[src/rtl/gf89_mult_pkg.sv]
package gf89_mult_pkg;

  // Strobes from the sequencer to the datapath.
  typedef struct packed {
    logic load;  // capture operands, clear accumulator
    logic step;  // process one multiplier digit
  } mulStrobe_t;

endpackage

[src/rtl/gf89_mult_ctrl.sv]
module gf89_mult_ctrl
  import gf89_mult_pkg::*;
#(
  parameter int DIGITS = 23
) (
  input  logic       clk,
  input  logic       rstN,
  input  logic       start,
  output mulStrobe_t strb,
  output logic       done
);

  localparam int CNT_W = (DIGITS > 1) ? $clog2(DIGITS) : 1;

  logic             busy;
  logic [CNT_W-1:0] cnt;
  logic             lastStep;

  assign lastStep  = busy && (cnt == CNT_W'(DIGITS - 1));
  assign strb.load = start && !busy;
  assign strb.step = busy;

  always_ff @(posedge clk or negedge rstN) begin
    if (!rstN) begin
      busy <= 1'b0;
      cnt  <= '0;
      done <= 1'b0;
    end else begin
      done <= lastStep;
      if (strb.load) begin
        busy <= 1'b1;
        cnt  <= '0;
      end else if (busy) begin
        if (lastStep) busy <= 1'b0;
        else          cnt  <= cnt + 1'b1;
      end
    end
  end

  // completion strobe lasts a single cycle
  assert_done_single_R2: assert property (@(posedge clk) disable iff (!rstN)
    done |=> !done);

  // done only follows the final digit step
  assert_done_after_last_R2: assert property (@(posedge clk) disable iff (!rstN)
    lastStep |=> (done && !busy));

  // a start during a busy period does not restart the count
  assert_busy_start_ignored_R3: assert property (@(posedge clk) disable iff (!rstN)
    (busy && start && !lastStep) |=> (busy && cnt == CNT_W'($past(cnt) + 1'b1)));

  // counter never leaves its range
  assert_cnt_range_R2: assert property (@(posedge clk) disable iff (!rstN)
    cnt <= CNT_W'(DIGITS - 1));

endmodule

[src/rtl/gf89_mult_dp.sv]
module gf89_mult_dp
  import gf89_mult_pkg::*;
#(
  parameter int FIELD_W = 89,
  parameter int TAP     = 38,
  parameter int DIGIT_W = 4,
  parameter int DIGITS  = 23
) (
  input  logic               clk,
  input  logic               rstN,
  input  mulStrobe_t         strb,
  input  logic [FIELD_W-1:0] opA,
  input  logic [FIELD_W-1:0] opB,
  output logic [FIELD_W-1:0] acc
);

  localparam int PAD_W = DIGITS * DIGIT_W;   // multiplier padded to whole digits
  localparam int EXT_W = FIELD_W + DIGIT_W;  // width before folding

  logic [FIELD_W-1:0] aReg;
  logic [PAD_W-1:0]   bReg;
  logic [DIGIT_W-1:0] digit;
  logic [EXT_W-1:0]   partial;
  logic [EXT_W-1:0]   wide;
  logic [FIELD_W-1:0] overflow;
  logic [FIELD_W-1:0] accNext;
  logic               regEn;

  assign digit = bReg[PAD_W-1 -: DIGIT_W];
  assign regEn = strb.load || strb.step;

  // Multiplicand times the current digit (carry-less).
  always_comb begin
    partial = '0;
    for (int k = 0; k < DIGIT_W; k++) begin
      if (digit[k]) partial = partial ^ (EXT_W'(aReg) << k);
    end
  end

  // Shift by one digit, add, then fold the top bits: x^FIELD_W == x^TAP + 1.
  // Valid while TAP + DIGIT_W <= FIELD_W, so one fold pass suffices.
  always_comb begin
    wide     = {acc, {DIGIT_W{1'b0}}} ^ partial;
    overflow = FIELD_W'(wide[EXT_W-1:FIELD_W]);
    accNext  = wide[FIELD_W-1:0] ^ overflow ^ (overflow << TAP);
  end

  // State is enabled only on load or step: idle cycles toggle nothing.
  always_ff @(posedge clk or negedge rstN) begin
    if (!rstN) begin
      aReg <= '0;
      bReg <= '0;
      acc  <= '0;
    end else if (regEn) begin
      if (strb.load) begin
        aReg <= opA;
        bReg <= PAD_W'(opB);
        acc  <= '0;
      end else begin
        bReg <= bReg << DIGIT_W;
        acc  <= accNext;
      end
    end
  end

  // sequencer never asks for load and step together
  assert_one_strobe_R4: assert property (@(posedge clk) disable iff (!rstN)
    $onehot0({strb.load, strb.step}));

  // accumulator frozen when neither strobe is active
  assert_idle_hold_R4: assert property (@(posedge clk) disable iff (!rstN)
    !regEn |=> $stable(acc));

  // a load clears the accumulator before the first digit
  assert_load_clears_R1: assert property (@(posedge clk) disable iff (!rstN)
    strb.load |=> (acc == '0));

endmodule

[src/rtl/gf89_digit_mult.sv]
module gf89_digit_mult
  import gf89_mult_pkg::*;
#(
  parameter int FIELD_W = 89,
  parameter int TAP     = 38,
  parameter int DIGIT_W = 4
) (
  input  logic               clk,
  input  logic               rstN,
  input  logic               start,
  input  logic [FIELD_W-1:0] opA,
  input  logic [FIELD_W-1:0] opB,
  output logic [FIELD_W-1:0] product,
  output logic               done
);

  localparam int DIGITS = (FIELD_W + DIGIT_W - 1) / DIGIT_W;

  mulStrobe_t strb;

  gf89_mult_ctrl #(.DIGITS(DIGITS)) ctrl_i (
    .clk   (clk),
    .rstN  (rstN),
    .start (start),
    .strb  (strb),
    .done  (done)
  );

  gf89_mult_dp #(
    .FIELD_W (FIELD_W),
    .TAP     (TAP),
    .DIGIT_W (DIGIT_W),
    .DIGITS  (DIGITS)
  ) dp_i (
    .clk  (clk),
    .rstN (rstN),
    .strb (strb),
    .opA  (opA),
    .opB  (opB),
    .acc  (product)
  );

  // result holds through the cycle after done unless a new start is taken
  assert_result_hold_R4: assert property (@(posedge clk) disable iff (!rstN)
    (done && !start) |=> $stable(product));

endmodule

[config.mk]
export PLATFORM = sky130hd
export DESIGN_NAME = gf89_digit_mult
export DESIGN_NICKNAME = d
export VERILOG_FILES = /design/src/rtl/gf89_mult_pkg.sv /design/src/rtl/gf89_mult_ctrl.sv /design/src/rtl/gf89_mult_dp.sv /design/src/rtl/gf89_digit_mult.sv
export SDC_FILE = /design/constraint.sdc
export NUM_CORES = 1
export LEC_CHECK = 0
export ABC_AREA = 1
export BUFFER_PORTS_ARGS = -buffer_cell sky130_fd_sc_hd__buf_2
export CORE_MARGIN = 2
export CORE_UTILIZATION = 45
export CTS_CLUSTER_DIAMETER = 150
export DETAILED_ROUTE_END_ITERATION = 8
export HOLD_SLACK_MARGIN = 0.15
export PLACE_DENSITY = 0.7
export REMOVE_ABC_BUFFERS = 1
export SLEW_MARGIN = 20
export SYNTH_ARGS = -nofsm -noshare
export SYNTH_HDL_FRONTEND = slang
export SYNTH_SLANG_ARGS = --single-unit
[constraint.sdc]
create_clock -name clk -period 1.7 [get_ports clk]
set_input_delay 0.085 -clock clk [delete_from_list [all_inputs] [get_ports clk]]
set_output_delay 0.085 -clock clk [all_outputs]
set_load 0.05 [all_outputs]
* Word-level counts from Yosys, hierarchy flattened
Cells that the tools add are included.
Storage, ports and cells: register bits 277, input bits 181, word-level logic and storage cells 34
Cells by class: $add $sub $neg 1, equality and inequality tests 2, multiplexer cells 12, bitwise gates (word level) 6, reduce and logical (&&, ||, !) cells 7
Operators with widths (count):
- $mux 93 | 3
- $mux 89 | 2
- $xor 93x90->93 | 1
- $xor 93x91->93 | 1
- $xor 93x92->93 | 1
- $xor 93x93->93 | 1
- $mux 92 | 1
- $xor 89x4->89 | 1
- $xor 89x42->89 | 1
- $mux 5 | 3
- $add 5x1->5 const B | 1
- $eq 5x5->1 const B | 1
- $reduce_and 2->1 | 2
- $mux 1 | 3
- $logic_and 1x1->1 | 2
- $ne 2x1->1 const B | 1
- $reduce_bool 2->1 | 1
- $logic_not 1->1 | 1
- $logic_or 1x1->1 | 1

* Longest topological paths before layout
depth in word-level cells 11, mapped depth 12

* Hierarchy
A second synthesis with hierarchy kept.
Unflattened totals: cell total of the unflattened synthesis 2381, area, all modules 16986.3 µm²
Modules (own cells, without submodules):
- gf89_mult_dp | times used 1, cells each 2338, area each 16602.2 µm², seq. area each 6756.5 µm²
- gf89_mult_ctrl | times used 1, cells each 43, area each 384.1 µm², seq. area each 175.2 µm²

* Least setup slack after synthesis
OpenSTA, ideal clock, no wires.
kind flip-flop to flip-flop, from reg ctrl_i.busy, to reg dp_i.aReg[58], library setup time 0.066 ns, arrival 1.325 ns, data required time 1.634 ns, setup slack 0.309 ns, cell stages (with the launch flop) 9, path through dfrtp_1 -> buf_2 -> inv_1 -> nand2_1 -> inv_2 -> buf_2 -> clkbuf_1 -> nand2_1 -> nand2_1
Between the ends: cells in the longest elaborated chain, start to end 4
Ends and longest elaborated chain:
- start, declared | RTL line gf89_mult_ctrl.sv:15 | logic busy;
- start signal, assigned | RTL line gf89_mult_ctrl.sv:25 | busy <= 1'b0;
- start signal, assigned | RTL line gf89_mult_ctrl.sv:31 | busy <= 1'b1;
- start signal, assigned | RTL line gf89_mult_ctrl.sv:34 | if (lastStep) busy <= 1'b0;
- $logic_not 1->1 | RTL line gf89_mult_ctrl.sv:20 | assign strb.load = start && !busy;
- $logic_and 1x1->1 | RTL line gf89_mult_ctrl.sv:20
- $logic_or 1x1->1 | RTL line gf89_mult_dp.sv:30 | assign regEn = strb.load || strb.step;
- $reduce_and 2->1 (no line) *
- end signal, assigned | RTL line gf89_mult_dp.sv:56 | aReg <= opA;
- end, declared | RTL line gf89_mult_dp.sv:20 | logic [FIELD_W-1:0] aReg;
Mark *: on every way between the ends. The rest lies on a longest branch, timed or not. A chain may end at the register's enable or synchronous reset.

* Worst setup path after layout
from reg dp_i.bReg[91], to reg dp_i.acc[73]
Between the ends: cells in the longest elaborated chain, start to end 5
Ends and longest elaborated chain:
- start, declared | RTL line gf89_mult_dp.sv:21 | logic [PAD_W-1:0] bReg;
- start signal, assigned | RTL line gf89_mult_dp.sv:57 | bReg <= PAD_W'(opB);
- start signal, assigned | RTL line gf89_mult_dp.sv:60 | bReg <= bReg << DIGIT_W;
- $mux 93 | RTL line gf89_mult_dp.sv:36 | if (digit[k]) partial = partial ^ (EXT_W'(aReg) << k);
- $xor 93x93->93 | RTL line gf89_mult_dp.sv:43 | wide = {acc, {DIGIT_W{1'b0}}} ^ partial;
- $xor 89x4->89 | RTL line gf89_mult_dp.sv:45 | accNext = wide[FIELD_W-1:0] ^ overflow ^ (overflow << TAP);
- $xor 89x42->89 | RTL line gf89_mult_dp.sv:45
- $mux 89 | RTL line gf89_mult_dp.sv:55 | if (strb.load) begin
- end signal, assigned | RTL line gf89_mult_dp.sv:61 | acc <= accNext;
- end, declared | RTL line gf89_mult_dp.sv:14 | output logic [FIELD_W-1:0] acc
Every way passes these cells.

==> results.json <==
{
  "yosys.area.top_type": "dfrtp_1",
  "use_met1_pct": 30.1,
  "yosys.area_share.simple_pct": 30.3,
  "finalNetCount": 2888,
  "synthTopCellsByArea": "dfrtp_1 40%, nand2_1 26%, xnor2_1 10%, xnor2_2 4.7%, xor2_1 4.6%",
  "syn2layout_area_growth_pct": 30.1,
  "path_class": "flip-flop to flip-flop",
  "first_iter_violations": 834,
  "grt_busiest_layer": "met2",
  "cts_num_sinks": 277,
  "report.final.slew_viol_count": 0,
  "netlist_instances": 2283,
  "status": "finished, final reports clean",
  "seq_area_frac_synth_pct": 40.3,
  "slew_headroom_pct": 66.5,
  "path_cells": "buf_12 > nand2_1 > xnor2_1 > xor2_1 > nand2_1 > nand3_1 > nand2_1",
  "drc_errors": 0,
  "power.switching_mw": 23.2,
  "synth_warnings": 0,
  "yosys_register_bits": 277,
  "gp_congestion": 0.819,
  "critPathMaxStageDelay_ns": 0.52,
  "die_height_um": 199,
  "drive_gt1_share_pct": 15.8,
  "clkPwrFrac_pct": 15.4,
  "synth_fa_ha_area_share_pct": 0.146,
  "endpoint": "dp_i.acc[73]",
  "first_global_vias": 16400,
  "start_util_pct": 45.6,
  "post-route-util_pct": 59.4,
  "cp_common_cell": "nand2_1",
  "synth-compound-area-share_pct": 3.25,
  "power_density_nw_per_um2": 2150,
  "wl_per_cell_um": 15.4,
  "antenna_found_initial": 0,
  "h-tree-depth": 2,
  "syn_area_um2": 17200,
  "grt_usage_pct": 25.2,
  "combPwrFrac_pct": 56.4,
  "yosysUniqueCellTypes": 26,
  "finalSetupTns_ns": 0,
  "cts_buffer_depth": 3,
  "cp_max_fo": 36,
  "grt_start_max_net_pins": 91,
  "p_int_mw": 24.9,
  "finalCriticalPeriod_ns": 1.62,
  "vias_per_cell": 4.95,
  "gr-usage-met3_pct": 5.54,
  "worstRegToRegCells": 7,
  "drt-total-wl_mm": 49.8,
  "grt_pass1_wl_mm": 80.4,
  "worstSetupStartpoint": "dp_i.bReg[91]",
  "rsz0062_at_grt": "yes",
  "vias": 16100,
  "min_period_over_period_pct": 95.5,
  "cp.arrival_ns": 2.06,
  "antenna_cells": 0,
  "drt_first_pass_iters": 7,
  "slowest_stage": "dfrtp_4",
  "numPortBuffers": 270,
  "ff2ff_setup_slack_ns": 0.08,
  "overflow": 0,
  "chipWidth_um": 199,
  "end_kind": "flip-flop",
  "synthXorXnorAreaFrac_pct": 19.7,
  "tritoncts": "yes",
  "core_um2": 37700,
  "dp.final_hpwl_mm": 32.1,
  "switching_share_pct": 48.2,
  "timing.rr.end": "dp_i.acc[73]",
  "cellLeakagePower_nw": 11.0,
  "root_buffer": "clkbuf_16",
  "finalSetupViolCount": 0,
  "synth_top_area_share_pct": 40.3,
  "hold_viol": 0,
  "max_freq_mhz": 616,
  "synth_top_family_by_area": "simple AND/OR/NAND/NOR gates",
  "maxCapViolCount": 0,
  "clkSlewWorstSetupHoldPaths_ns": 0.06,
  "seq_power_share_pct": 28.2,
  "cts_buffers": 34,
  "rows": 71,
  "holdCritPathClass": "input pin to flip-flop",
  "die_area_um2": 39800,
  "io_pins": 271,
  "worst_slew_pin_slew_ns": 0.502,
  "globalRouteMet2Util_pct": 44.9,
  "synthMuxAreaShare_pct": 0,
  "insertion_delay_ns": 0.55,
  "clock-skew-final_ns": 0.0147,
  "cp-start-kind": "flip-flop",
  "avgSynthCellArea_um2": 7.53,
  "cp.required_ns": 2.13,
  "antenna_left": 0,
  "r2r-start": "dp_i.bReg[91]",
  "max-vdd-ir-drop_v": 0.000981
}
## per-layer routing
layer	vias up	wire length (um)
li1	7811	-
met1	7639	20500
met2	508	24400
met3	93	3450
met4	0	1440
met5	-	0
## final cells by class
cell class	count	area, um2
Clock inverter	10	151
Multi-Input combinational cell	1766	9260
Inverter	132	500
Fill cell	3278	15300
Clock buffer	50	982
Sequential cell	277	6950
Timing Repair Buffer	494	3880
Tap cell	511	639
## cells in the mapped netlist
cell      instances
nand2_1        1210
dfrtp_1         277
xnor2_1         203
inv_1           131
nand3_1         123
xor2_1           90
clkbuf_1         52
xnor2_2          50
a22oi_1          25
o211ai_1         23
buf_2            22
buf_4            19
o221ai_1         13
buf_6            11
o21ai_0          10
buf_1             4
nor2_1            4
a21oi_1           3
ha_1              2
nand3b_1          2
nand4_1           2
nor3_1            2
o22ai_1           2
inv_2             1
nor2_2            1
o31ai_1           1
## state kept, by name, summed over array words and instances (netlist names)
register	count
ctrl_i.busy	1
dp_i.aReg	89
dp_i.acc	89
ctrl_i.cnt	5
ctrl_i.done	1
dp_i.bReg	92
## cells in the final DEF, fill, tap and decap left out, drive strengths merged, types with 3 or more instances in the layout
master / instances
nor2: 5
a21oi: 3
dlygate4sd3: 181
clkbuf: 51
a22oi: 25
o221ai: 13
buf: 312
clkinv: 6
nand2: 1210
xor2: 90
nand3: 123
inv: 133
o21ai: 10
o211ai: 23
xnor2: 253
dfrtp: 277
bufinv: 3
## cells by family (layout without fill, tap and decap cells)
logic type	count (synthesis)	after routing
xor gates and xnor gates	343	343
AOI/OAI and AO/OA	77	77
and+or+nand+nor	1344	1344
adders and majority gates	2	2
buffers and inverters	240	686
DFF	277	277
## metrics by stage
| step | power (mW) | hold WS (ns) | cells | cell area, um2 | setup WS [ns] |
|---|---|---|---|---|---|
| 2_1_floorplan | 31.5 | -0.211 | 2175 | 16600 | -5.87 |
| 3_3_place_gp | 39.0 | 0.0491 | 2995 | 19300 | 0.134 |
| 3_5_place_dp | 40.0 | 0.0453 | 2995 | 19300 | 0.0702 |
| 4_1_cts | 48.0 | 0.237 | 3236 | 22200 | 0.0596 |
| 5_1_grt | 52.0 | 0.267 | 3240 | 22400 | -0.0402 |
| 6_report | 48.1 | 0.264 | 3240 | 22400 | 0.0766 |
## worst max-delay path, delay by kind of cell (launching register included)
family | cells | cell delay, ns
AND/OR/NAND/NOR | 4 | 0.28
XOR/XNOR | 2 | 0.46
buffers and inverters | 1 | 0.23
flip-flops | 1 | 0.52
## power groups by stage
stage               logic, mW  registers, mW  clock network, mW
finish                   27.1           13.6               7.42
global route             30.2           14.0               7.84
CTS                      26.9           13.5               7.61
detailed placement       26.4           13.6                  0
floorplan                14.6           16.9                  0
global placement         25.5           13.5                  0
## how the worst min path moves through the flow
stage	start	end	slack, ns	cells after the start
after CTS	opB[39]	dp_i.bReg[39]	0.24	4
after detailed placement	rstN	dp_i.acc[72]	0.05	1
after floorplan	rstN	ctrl_i.busy	-0.21	0
final	opA[18]	dp_i.aReg[18]	0.26	4
after global routing	opA[18]	dp_i.aReg[18]	0.27	4
after global placement	rstN	dp_i.acc[72]	0.05	1
## what timing repair did
item | 4_1_cts | 5_1_grt
resized for setup | 0 | 12
hold buffers | 181 | 0
setup endpoints to repair | 0 | 23
buffers inserted | 0 | 3
endpoints found under the hold margin | 460 | 0
(Power assumes the default switching activity.)
